`src/rtl/dispwr_pkg.sv`:
```
package dispwr_pkg;
   typedef enum logic [2:0] {
      PH_IDLE,
      PH_ADDR,
      PH_CMD,
      PH_DATA,
      PH_SKIP
   } phase_t;

   localparam logic [5:0] DEV_ADDR_HI = 6'b011110;
   localparam int         BYTE_BITS   = 8;
   localparam int         COL_FIELD_W = 6;
endpackage

```
`src/rtl/dispwr_sync.sv`:
```
module dispwr_sync #(
   parameter int STAGES = 2
) (
   input  logic clk,
   input  logic rst_n,
   input  logic din,
   output logic dout
);
   generate
      if (STAGES < 2) begin : g_bad
         $error("dispwr_sync: STAGES must be at least 2");
      end
   endgenerate

   logic [STAGES-1:0] chain;

   always_ff @(posedge clk or negedge rst_n) begin
      if (!rst_n) chain <= '1;
      else        chain <= {chain[STAGES-2:0], din};
   end

   assign dout = chain[STAGES-1];
endmodule

```
`src/rtl/dispwr_cond.sv`:
```
module dispwr_cond (
   input  logic clk,
   input  logic rst_n,
   input  logic scl_q,
   input  logic sda_q,
   output logic scl_rise,
   output logic scl_fall,
   output logic bus_start,
   output logic bus_stop
);
   logic scl_d, sda_d;

   always_ff @(posedge clk or negedge rst_n) begin
      if (!rst_n) begin
         scl_d <= 1'b1;
         sda_d <= 1'b1;
      end else begin
         scl_d <= scl_q;
         sda_d <= sda_q;
      end
   end

   assign scl_rise  = scl_q & ~scl_d;
   assign scl_fall  = ~scl_q & scl_d;
   assign bus_start = scl_q & scl_d & sda_d & ~sda_q;
   assign bus_stop  = scl_q & scl_d & ~sda_d & sda_q;
endmodule

```
`src/rtl/dispwr_ptr.sv`:
```
module dispwr_ptr #(
   parameter int ROWS = 4,
   parameter int COLS = 40,
   parameter int XW   = 6,
   parameter int YW   = 2
) (
   input  logic          clk,
   input  logic          rst_n,
   input  logic          adv,
   input  logic          load,
   input  logic [5:0]    load_val,
   output logic [XW-1:0] col,
   output logic [YW-1:0] row
);
   logic row_wrap;
   logic [XW-1:0] col_inc;

   generate
      if (ROWS == (1 << YW)) begin : g_row_pow2
         assign row_wrap = &row;
      end else begin : g_row_cmp
         assign row_wrap = (row == YW'(ROWS - 1));
      end
   endgenerate

   assign col_inc = (col == XW'(COLS - 1)) ? '0 : col + 1'b1;

   always_ff @(posedge clk or negedge rst_n) begin
      if (!rst_n) begin
         col <= '0;
         row <= '0;
      end else if (load) begin
         row <= '0;
         col <= (int'(load_val) < COLS) ? XW'(load_val) : '0;
      end else if (adv) begin
         if (row_wrap) begin
            row <= '0;
            col <= col_inc;
         end else begin
            row <= row + 1'b1;
         end
      end
   end
endmodule

```
`src/rtl/dispwr_i2c_rx.sv`:
```
module dispwr_i2c_rx
   import dispwr_pkg::*;
#(
   parameter int ROWS        = 4,
   parameter int COLS        = 40,
   parameter int SYNC_STAGES = 2,
   localparam int YW = (ROWS > 1) ? $clog2(ROWS) : 1,
   localparam int XW = (COLS > 1) ? $clog2(COLS) : 1,
   localparam int AW = XW + YW
) (
   input  logic          clk,
   input  logic          rst_n,
   input  logic          scl_in,
   input  logic          sda_in,
   input  logic          addr_lsb,
   output logic          sda_oe,
   output logic          cmd_valid,
   output logic [6:0]    cmd_code,
   output logic          ram_we,
   output logic [AW-1:0] ram_addr,
   output logic [7:0]    ram_data
);
   generate
      if (ROWS < 2) begin : g_rows_chk
         $error("dispwr_i2c_rx: ROWS must be at least 2");
      end
      if (COLS < 2 || COLS > (1 << COL_FIELD_W)) begin : g_cols_chk
         $error("dispwr_i2c_rx: COLS must lie in 2..64");
      end
   endgenerate

   logic scl_q, sda_q;
   logic scl_rise, scl_fall, bus_start, bus_stop;

   dispwr_sync #(.STAGES(SYNC_STAGES)) u_scl_sync (
      .clk(clk), .rst_n(rst_n), .din(scl_in), .dout(scl_q));
   dispwr_sync #(.STAGES(SYNC_STAGES)) u_sda_sync (
      .clk(clk), .rst_n(rst_n), .din(sda_in), .dout(sda_q));

   dispwr_cond u_cond (
      .clk(clk), .rst_n(rst_n), .scl_q(scl_q), .sda_q(sda_q),
      .scl_rise(scl_rise), .scl_fall(scl_fall),
      .bus_start(bus_start), .bus_stop(bus_stop));

   phase_t     phase;
   logic [3:0] bitcnt;
   logic [7:0] shreg;
   logic       active, addr_hit, take_byte, exec;
   logic [XW-1:0] col;
   logic [YW-1:0] row;

   assign active    = (phase == PH_ADDR) || (phase == PH_CMD) || (phase == PH_DATA);
   assign addr_hit  = (shreg[7:1] == {DEV_ADDR_HI, addr_lsb}) && !shreg[0];
   assign take_byte = (phase != PH_ADDR) || addr_hit;
   assign exec      = active && scl_rise && (bitcnt == 4'd9) && !bus_start && !bus_stop;

   dispwr_ptr #(.ROWS(ROWS), .COLS(COLS), .XW(XW), .YW(YW)) u_ptr (
      .clk(clk), .rst_n(rst_n),
      .adv(exec && (phase == PH_DATA)),
      .load(exec && (phase == PH_CMD) && shreg[6]),
      .load_val(shreg[5:0]),
      .col(col), .row(row));

   always_ff @(posedge clk or negedge rst_n) begin
      if (!rst_n) begin
         phase     <= PH_IDLE;
         bitcnt    <= '0;
         shreg     <= '0;
         sda_oe    <= 1'b0;
         cmd_valid <= 1'b0;
         cmd_code  <= '0;
         ram_we    <= 1'b0;
         ram_addr  <= '0;
         ram_data  <= '0;
      end else begin
         cmd_valid <= 1'b0;
         ram_we    <= 1'b0;
         if (bus_start) begin
            phase  <= PH_ADDR;
            bitcnt <= '0;
            sda_oe <= 1'b0;
         end else if (bus_stop) begin
            phase  <= PH_IDLE;
            bitcnt <= '0;
            sda_oe <= 1'b0;
         end else if (active) begin
            if (scl_rise && bitcnt < 4'd8) begin
               shreg  <= {shreg[6:0], sda_q};
               bitcnt <= bitcnt + 1'b1;
            end else if (scl_fall && bitcnt == 4'd8) begin
               if (take_byte) begin
                  sda_oe <= 1'b1;
                  bitcnt <= 4'd9;
               end else begin
                  phase  <= PH_SKIP;
                  bitcnt <= '0;
               end
            end else if (exec) begin
               unique case (phase)
                  PH_ADDR: phase <= PH_CMD;
                  PH_CMD: begin
                     cmd_valid <= 1'b1;
                     cmd_code  <= shreg[6:0];
                     if (!shreg[7]) phase <= PH_DATA;
                  end
                  default: begin
                     ram_we   <= 1'b1;
                     ram_addr <= {col, row};
                     ram_data <= shreg;
                  end
               endcase
            end else if (scl_fall && bitcnt == 4'd9) begin
               sda_oe <= 1'b0;
               bitcnt <= '0;
            end
         end
      end
   end
endmodule

```
`config.mk`:
```
export PLATFORM = sky130hd
export DESIGN_NAME = dispwr_i2c_rx
export DESIGN_NICKNAME = d
export VERILOG_FILES = /design/src/rtl/dispwr_pkg.sv /design/src/rtl/dispwr_sync.sv /design/src/rtl/dispwr_cond.sv /design/src/rtl/dispwr_ptr.sv /design/src/rtl/dispwr_i2c_rx.sv
export SDC_FILE = /design/constraint.sdc
export NUM_CORES = 1
export LEC_CHECK = 0
export BUFFER_PORTS_ARGS = -buffer_cell sky130_fd_sc_hd__buf_2
export CAP_MARGIN = 10
export CORE_AREA = 2 2 79 81
export DETAILED_ROUTE_END_ITERATION = 16
export DIE_AREA = 0 0 81 83
export PLACE_DENSITY = 0.7
export SLEW_MARGIN = 10
export SYNTH_ARGS = -nofsm -noshare
export SYNTH_HDL_FRONTEND = slang
export SYNTH_SLANG_ARGS = --single-unit
```
`constraint.sdc`:
```
create_clock -name clk -period 1.72 [get_ports clk]
set_input_delay 0.258 -clock clk [delete_from_list [all_inputs] [get_ports clk]]
set_output_delay 0.258 -clock clk [all_outputs]
set_load 0.02 [all_outputs]
```
==> results.yml, run 1 <==
clocking:
  numCtsBuffers: 5
  clk_path_buf_depth: 2
  insertion_delay_ns: 0.31
  cts_sinks: 55
  htree_levels: 2
  cts_tree: "yes"
  clk_pin_slew_ns: 0.09
  clock-root-buffer: "clkbuf_8"
place:
  dp_hpwl_um: 3440
  routabilityCongestion: 0.855
  dp.cells: 333
  numPortBuffers: 30
  pre_cts_slack_ns: -0.0597
critical_path:
  slowest_stage: "dfrtp_2"
  worstPathMaxFanout: 10
  critPathArrivalTime_ns: 1.94
  path_class: "register to register"
  reg2reg_depth: 4
  path_cells: "or3b_4 -> nor3_4 -> buf_12 -> mux2_2"
  setup.worst_path.end_class: "register"
  critical_path_required_ns: 1.92
  critical-path-max-stage-delay_ns: 0.47
  startpoint_type: "register"
timing:
  skew_ns: 0.0103
  finalHoldViolations: 0
  tightest_slew_ns: 0.386
  timing.final.ws_setup_ns: -0.0207
  slew_violations: 0
  min_period_over_period_pct: 101
  slew_headroom_pct: 74.2
  fin_crit_ns: 1.74
  setup_violations: 18
  grt_setup_unrepaired: "yes"
  fmax_mhz: 574
die:
  row_count: 28
  dieHeight_um: 83
  start_util_pct: 43.9
  ios: 31
  coreArea_um2: 5820
  die_area_um2: 6720
  die_x_um: 81
run:
  cap_violations: 0
run_status:
  violations: "negative setup slack"
  outcome: "finished with violations"
final_layout:
  antennaDiodeCount: 0
  seqCellArea_um2: 1390
  fin_cells: 349
  drive_gt1_share_pct: 51.8
  multi_input_area_um2: 1260
  fill_cells: 484
  fin_nets: 283
  syn2layout_area_growth_pct: 31.8
global_route:
  grt-ovfl-total: 0
  antenna_found_initial: 0
  grt_max_degree: 56
  grt_usage_pct: 16.2
  grt_pass1_vias: 1789
  grt_first_pass_wirelength_um: 8560
yosys:
  synth_top_area_cell: "dfrtp_1"
  netlist_area_um2: 2550
  synthArstFlopShare_pct: 100
  ys_ff_latch: 55
  yosysUniqueCellTypes: 50
  syn-num-nets: 215
  avgSynthCellArea_um2: 12.5
  synth.area.top_cells: "dfrtp_1 48%, mux2_2 15%, dfstp_2 6.2%, ha_1 2.4%, nor2_1 1.5%"
  yosysWarnings: 0
  ys_seq_area_share_pct: 54.2
  ys.flop_type: "dfrtp_1"
  synth_edf_count: 0
  yosysTopAreaCellShare_pct: 48.0
  synthCells: 205
drt:
  drc: 0
  drtIter0Drc: 128
  vias: 1887
  ant_nets: 0
  wire_per_inst_um: 15.0
  dr.pass1.iters: 4
  vias_per_cell: 5.41
  routed_wl_um: 5230
pwr:
  peakVddDrop_mv: 0.589
  p_leak_uw: 0.00171
  p_per_area_nw_per_um2: 775
worst_hold_path:
  hp-class: "input pin to register"
  whs_path_depth: 1
[path summary, 6_finish.rpt]
| kind | startpoint | endpoint | slack (ns) |
|---|---|---|---|
| max | phase[0] | cmd_code[0] | -0.02 |
| min | sda_in | u_sda_sync.chain[0] | 0.04 |
| max reg2reg | phase[0] | cmd_code[0] | -0.02 |
| min reg2reg | u_sda_sync.chain[0] | u_sda_sync.chain[1] | 0.36 |
| max in group asynchronous | rst_n | u_cond.scl_d | 0.98 |
| min in group asynchronous | rst_n | u_ptr.col[0] | 0.47 |
[through the flow]
| stage | total power, µW | hold WS, ns | utilization, % | area (µm²) | TNS [ns] |
|---|---|---|---|---|---|
| final | 2610 | 0.0431 | 57.9 | 3370 | -0.144 |
| after detailed placement | 1770 | 0.275 | 52.0 | 3030 | -0.928 |
| after global placement | 1760 | 0.274 | 52.0 | 3030 | -0.820 |
| after CTS | 2570 | 0.0272 | 55.2 | 3210 | -0.0204 |
| after global routing | 2740 | 0.0196 | 57.9 | 3370 | -0.993 |
| after floorplan | 1580 | -0.0376 | - | 2560 | 0 |
[kinds of logic (layout without fill, tap and decap cells)]
family | after synthesis | after routing | synth area share (%)
AND/OR/NAND/NOR | 61 | 61 | 16.1
AO/OA/AOI/OAI | 34 | 34 | 9.06
flip-flops | 55 | 55 | 54.2
XOR/XNOR | 2 | 2 | 0.686
adder cells (fa/ha/maj) | 5 | 5 | 2.45
buffers and inverters | 13 | 82 | 2.20
multiplexers | 35 | 35 | 15.3
[cells in the final DEF (no fill, tap or decap), types with 5 or more instances in the layout]
cell,Yosys,final
a21oi_1,7,7
buf_2,3,30
buf_4,1,30
clkbuf_8,0,7
dfrtp_1,49,46
dfstp_2,6,6
inv_1,6,5
mux2_2,33,19
mux2_4,0,14
nand2_1,6,6
nand3_1,6,5
nor2_1,10,9
o21ai_0,6,6
[power breakdown]
part	switching, µW	total, µW	leakage, µW	internal, µW
sequential	52.6	1400	0.000738	1350
clock	415	782	0.0000505	367
combinational	205	423	0.000921	218
total	672	2610	0.00171	1940
[critical path, delay by kind of cell, from the launching register on]
kind / cells / cell delay, ns
buffers and inverters: 1 / 0.16
DFF: 1 / 0.47
and+or+nand+nor: 2 / 0.67
muxes: 1 / 0.32
[repair_timing]
item                                    in CTS  in global routing
endpoints found under the hold margin       49                  0
setup buffers                                4                  3
endpoints found under the setup margin      31                 39
hold buffers                                 1                  0
pin swaps                                    3                  8
resized for setup                            7                 31
[layout make-up]
class / count / area share [%]
clock buffer: 7 / 2.86
clock inverter: 1 / 0.223
inverter: 6 / 0.669
multi-input combinational: 137 / 37.4
sequential: 55 / 41.2
tap: 75 / 2.79
timing repair buffer: 68 / 14.8
[layer usage]
layer / part of all wire, % / global-route usage (%) / up-vias / wire length [µm]
li1: - / - / 895 / -
met1: 48 / 23.9 / 949 / 2530
met2: 47 / 23.7 / 37 / 2450
met3: 3.6 / 3.59 / 6 / 190
met4: 1.1 / 5.08 / 0 / 60
met5: 0 / 0 / - / 0
[registers in the layout, indices dropped and copies added (netlist names)]
signal and flops:
bitcnt 4, sda_oe 1, u_ptr.col 6, ram_data 8, u_sda_sync.chain 2, cmd_code 7
ram_addr 8, u_cond.sda_d 1, cmd_valid 1, u_scl_sync.chain 2, u_ptr.row 2, shreg 8
u_cond.scl_d 1, phase 3, ram_we 1
[Yosys cell counts (all sizes together), types with 2 or more instances]
cell type,count
a21oi,7
a31oi,4
a32oi,2
a41oi,2
and2,4
and3,3
and4bb,2
buf,4
clkbuf,3
dfrtp,49
dfstp,6
ha,5
inv,6
mux2,33
mux2i,2
nand2,6
nand2b,3
nand3,6
nand3b,2
nand4,4
nor2,11
nor2b,2
nor3,4
nor3b,4
o21ai,6
o21bai,2
o22ai,2
or3b,4
xnor2,2
Power figures use the tool's default switching activity.
==> inputs of run 2 (changes only) <==
--- a/config.mk
+++ b/config.mk
@@ -10,8 +10,10 @@
 export CORE_AREA = 2 2 79 81
 export DETAILED_ROUTE_END_ITERATION = 16
 export DIE_AREA = 0 0 81 83
-export PLACE_DENSITY = 0.7
+export MAX_ROUTING_LAYER = met4
+export PLACE_DENSITY = 0.69
 export SLEW_MARGIN = 10
 export SYNTH_ARGS = -nofsm -noshare
 export SYNTH_HDL_FRONTEND = slang
+export SYNTH_HIERARCHICAL = 1
 export SYNTH_SLANG_ARGS = --single-unit
==> constraint.sdc (replaced) <==
create_clock -name clk -period 2.1 [get_ports clk]
set_input_delay 0.315 -clock clk [delete_from_list [all_inputs] [get_ports clk]]
set_output_delay 0.315 -clock clk [all_outputs]
set_load 0.02 [all_outputs]
==> results.yml, run 2 <==
yosys:
  avgSynthCellArea_um2: 12.4
  yosysWarnings: 6
  synth_top_area_cell: "dfrtp_1"
  syn-num-nets: 220
  post-synth-top-count-cell: "dfrtp_1"
  synthCells: 210
  yosysTopAreaCellShare_pct: 47.2
  yosysUniqueCellTypes: 51
  netlist_area_um2: 2600
  yosys-top-cells-count: "49 x dfrtp_1, 31 x mux2_2, 10 x nor3_1"
  ys_seq_area_share_pct: 53.3
  synthArstFlopShare_pct: 100
  synth_edf_count: 0
  ys.flop_type: "dfrtp_1"
  ys_ff_latch: 55
  synth.area.top_cells: "dfrtp_1 47%, mux2_2 13%, dfstp_2 6.1%, ha_1 2.4%, nor3_1 1.9%"
global_route:
  grt_pass1_vias: 1838
  grt_max_degree: 35
  grt_first_pass_wirelength_um: 9070
  antenna_found_initial: 0
  grt_usage_pct: 17.5
  grt-ovfl-total: 0
critical_path:
  startpoint_type: "register"
  critical_path_required_ns: 2.31
  setup.worst_path.end_class: "register"
  critPathArrivalTime_ns: 2.24
  worstPathMaxFanout: 4
  path_class: "register to register"
timing:
  min_period_over_period_pct: 96.4
  slew_headroom_pct: 62.7
  fmax_mhz: 494
  setup_violations: 0
  skew_ns: 0.00927
  fin_crit_ns: 2.02
  hold_ws_ns: -0.0159
  slew_violations: 0
  tightest_slew_ns: 0.559
  finalHoldViolations: 20
  setup-tns-final_ns: 0
die:
  start_util_pct: 44.7
  dieHeight_um: 83
  die_area_um2: 6720
  row_count: 28
  die_x_um: 81
  ios: 31
  coreArea_um2: 5820
final_layout:
  layout_commonest_cell: "dfrtp_1"
  fill_cells: 518
  final_cell_mix: "49 x dfrtp_1, 31 x mux2_2, 30 x buf_2"
  top_regs: "ram_addr (8), ram_data (8), shreg (8)"
  syn2layout_area_growth_pct: 24.8
  drive_gt1_share_pct: 44.9
  antennaDiodeCount: 0
  final_area_um2: 3240
  fin_nets: 281
  final_util_pct: 55.7
drt:
  vias_per_cell: 5.35
  wire_per_inst_um: 15.5
  drtIter0Drc: 63
  ant_nets: 0
  drc: 0
  dr.pass1.iters: 4
  routed_wl_um: 5390
  vias: 1857
clocking:
  cts_sinks: 55
  clk_pin_slew_ns: 0.10
  clock-root-buffer: "clkbuf_8"
  cts_tree: "yes"
  clk_path_buf_depth: 2
  insertion_delay_ns: 0.31
  htree_levels: 2
  numCtsBuffers: 5
place:
  numPortBuffers: 30
  placed_area_um2: 3060
  dp_hpwl_um: 3770
  routabilityCongestion: 0.851
run_status:
  outcome: "finished with violations"
  violations: "negative hold slack"
pwr:
  power_uw: 2350
  p_per_area_nw_per_um2: 726
  p_leak_uw: 0.00153
  peakVddDrop_mv: 0.637
run:
  cap_violations: 0
worst_hold_path:
  hp-class: "input pin to async pin"
[run 2: changes by cell type after synthesis, sizes merged, moves of 3 or more]
cell and change:
nand2 +3, and4b +3, or3b -3, and3 -3
xor2 +3, a31oi -4, nor3b -4, and2 -4
nor3 +7, nor4 +4, nand3b +3
[run 2: cell type report]
type                            instances  area (µm²)  area share (%)
Tap cell                               75        93.8            2.90
Timing Repair Buffer                   61         450            13.9
Multi-Input combinational cell        144        1200            37.0
Inverter                                4        15.0           0.463
Clock inverter                          3        28.8           0.888
Clock buffer                            5        68.8            2.12
Sequential cell                        55        1380            42.7
[run 2: final timing paths]
path / startpoint / end / slack [ns] / depth (start not counted)
setup reg to reg: u_cond/scl_d / phase[1] / 0.08 / 6
hold reg to reg: u_sda_sync/chain[0] / u_sda_sync/chain[1] / 0.36 / 0
min in group clk: scl_in / u_scl_sync/chain[0] / 0.09 / 1
hold / removal: rst_n / bitcnt[1] / -0.02 / 1
setup / recovery: u_cond/scl_d / phase[1] / 0.08 / 6
max in group asynchronous: rst_n / u_cond/scl_d / 1.49 / 2
[run 2: cell families (layout without fill, tap and decap cells)]
family                     Yosys count  in the layout  share of synthesized area [%]
and+or+nand+nor                     69             69                           16.7
DFF                                 55             55                           53.3
AOI/OAI and AO/OA                   33             33                           9.68
muxes                               33             33                           14.2
buffers and inverters               11             73                           2.41
adders and majority gates            5              5                           2.41
xor gates and xnor gates             4              4                           1.35
[run 2: worst max-delay path, cell delays in order, from the launching register on]
cell and delay (ns):
dfstp_2 0.56, nor2b_2 0.17, nand4b_1 0.17, a21oi_2 0.15, a21oi_1 0.05, or4_4 0.50
a2111oi_4 0.34
[run 2: power by group]
part	internal (µW)	switching, µW	leakage (µW)
clock	248	372	0.0000502
combinational	243	228	0.000752
sequential	1160	100	0.000730
total	1650	701	0.00153
[run 2: layer usage]
layer / global-route usage (%) / share of wire (%) / vias up
met5: - / 0 / -
met4: 4.62 / 0.85 / 0
met3: 4.02 / 3.5 / 6
met2: 25.2 / 48 / 39
met1: 25.1 / 48 / 906
li1: - / - / 906
[run 2: repair_timing]
action                     4_1_cts  5_1_grt
setup buffers                    0        4
hold buffers                     0        0
pin swaps                        1        2
cloned                           0        1
setup endpoints to repair        1       30
resized for setup                1        7
[run 2: stage by stage]
stage	setup slack (ns)	instances
after floorplan	0.000106	210
after global placement	0.00571	334
after detailed placement	-0.00234	334
after CTS	0.0131	342
after global routing	-0.0148	347
final	0.0755	347
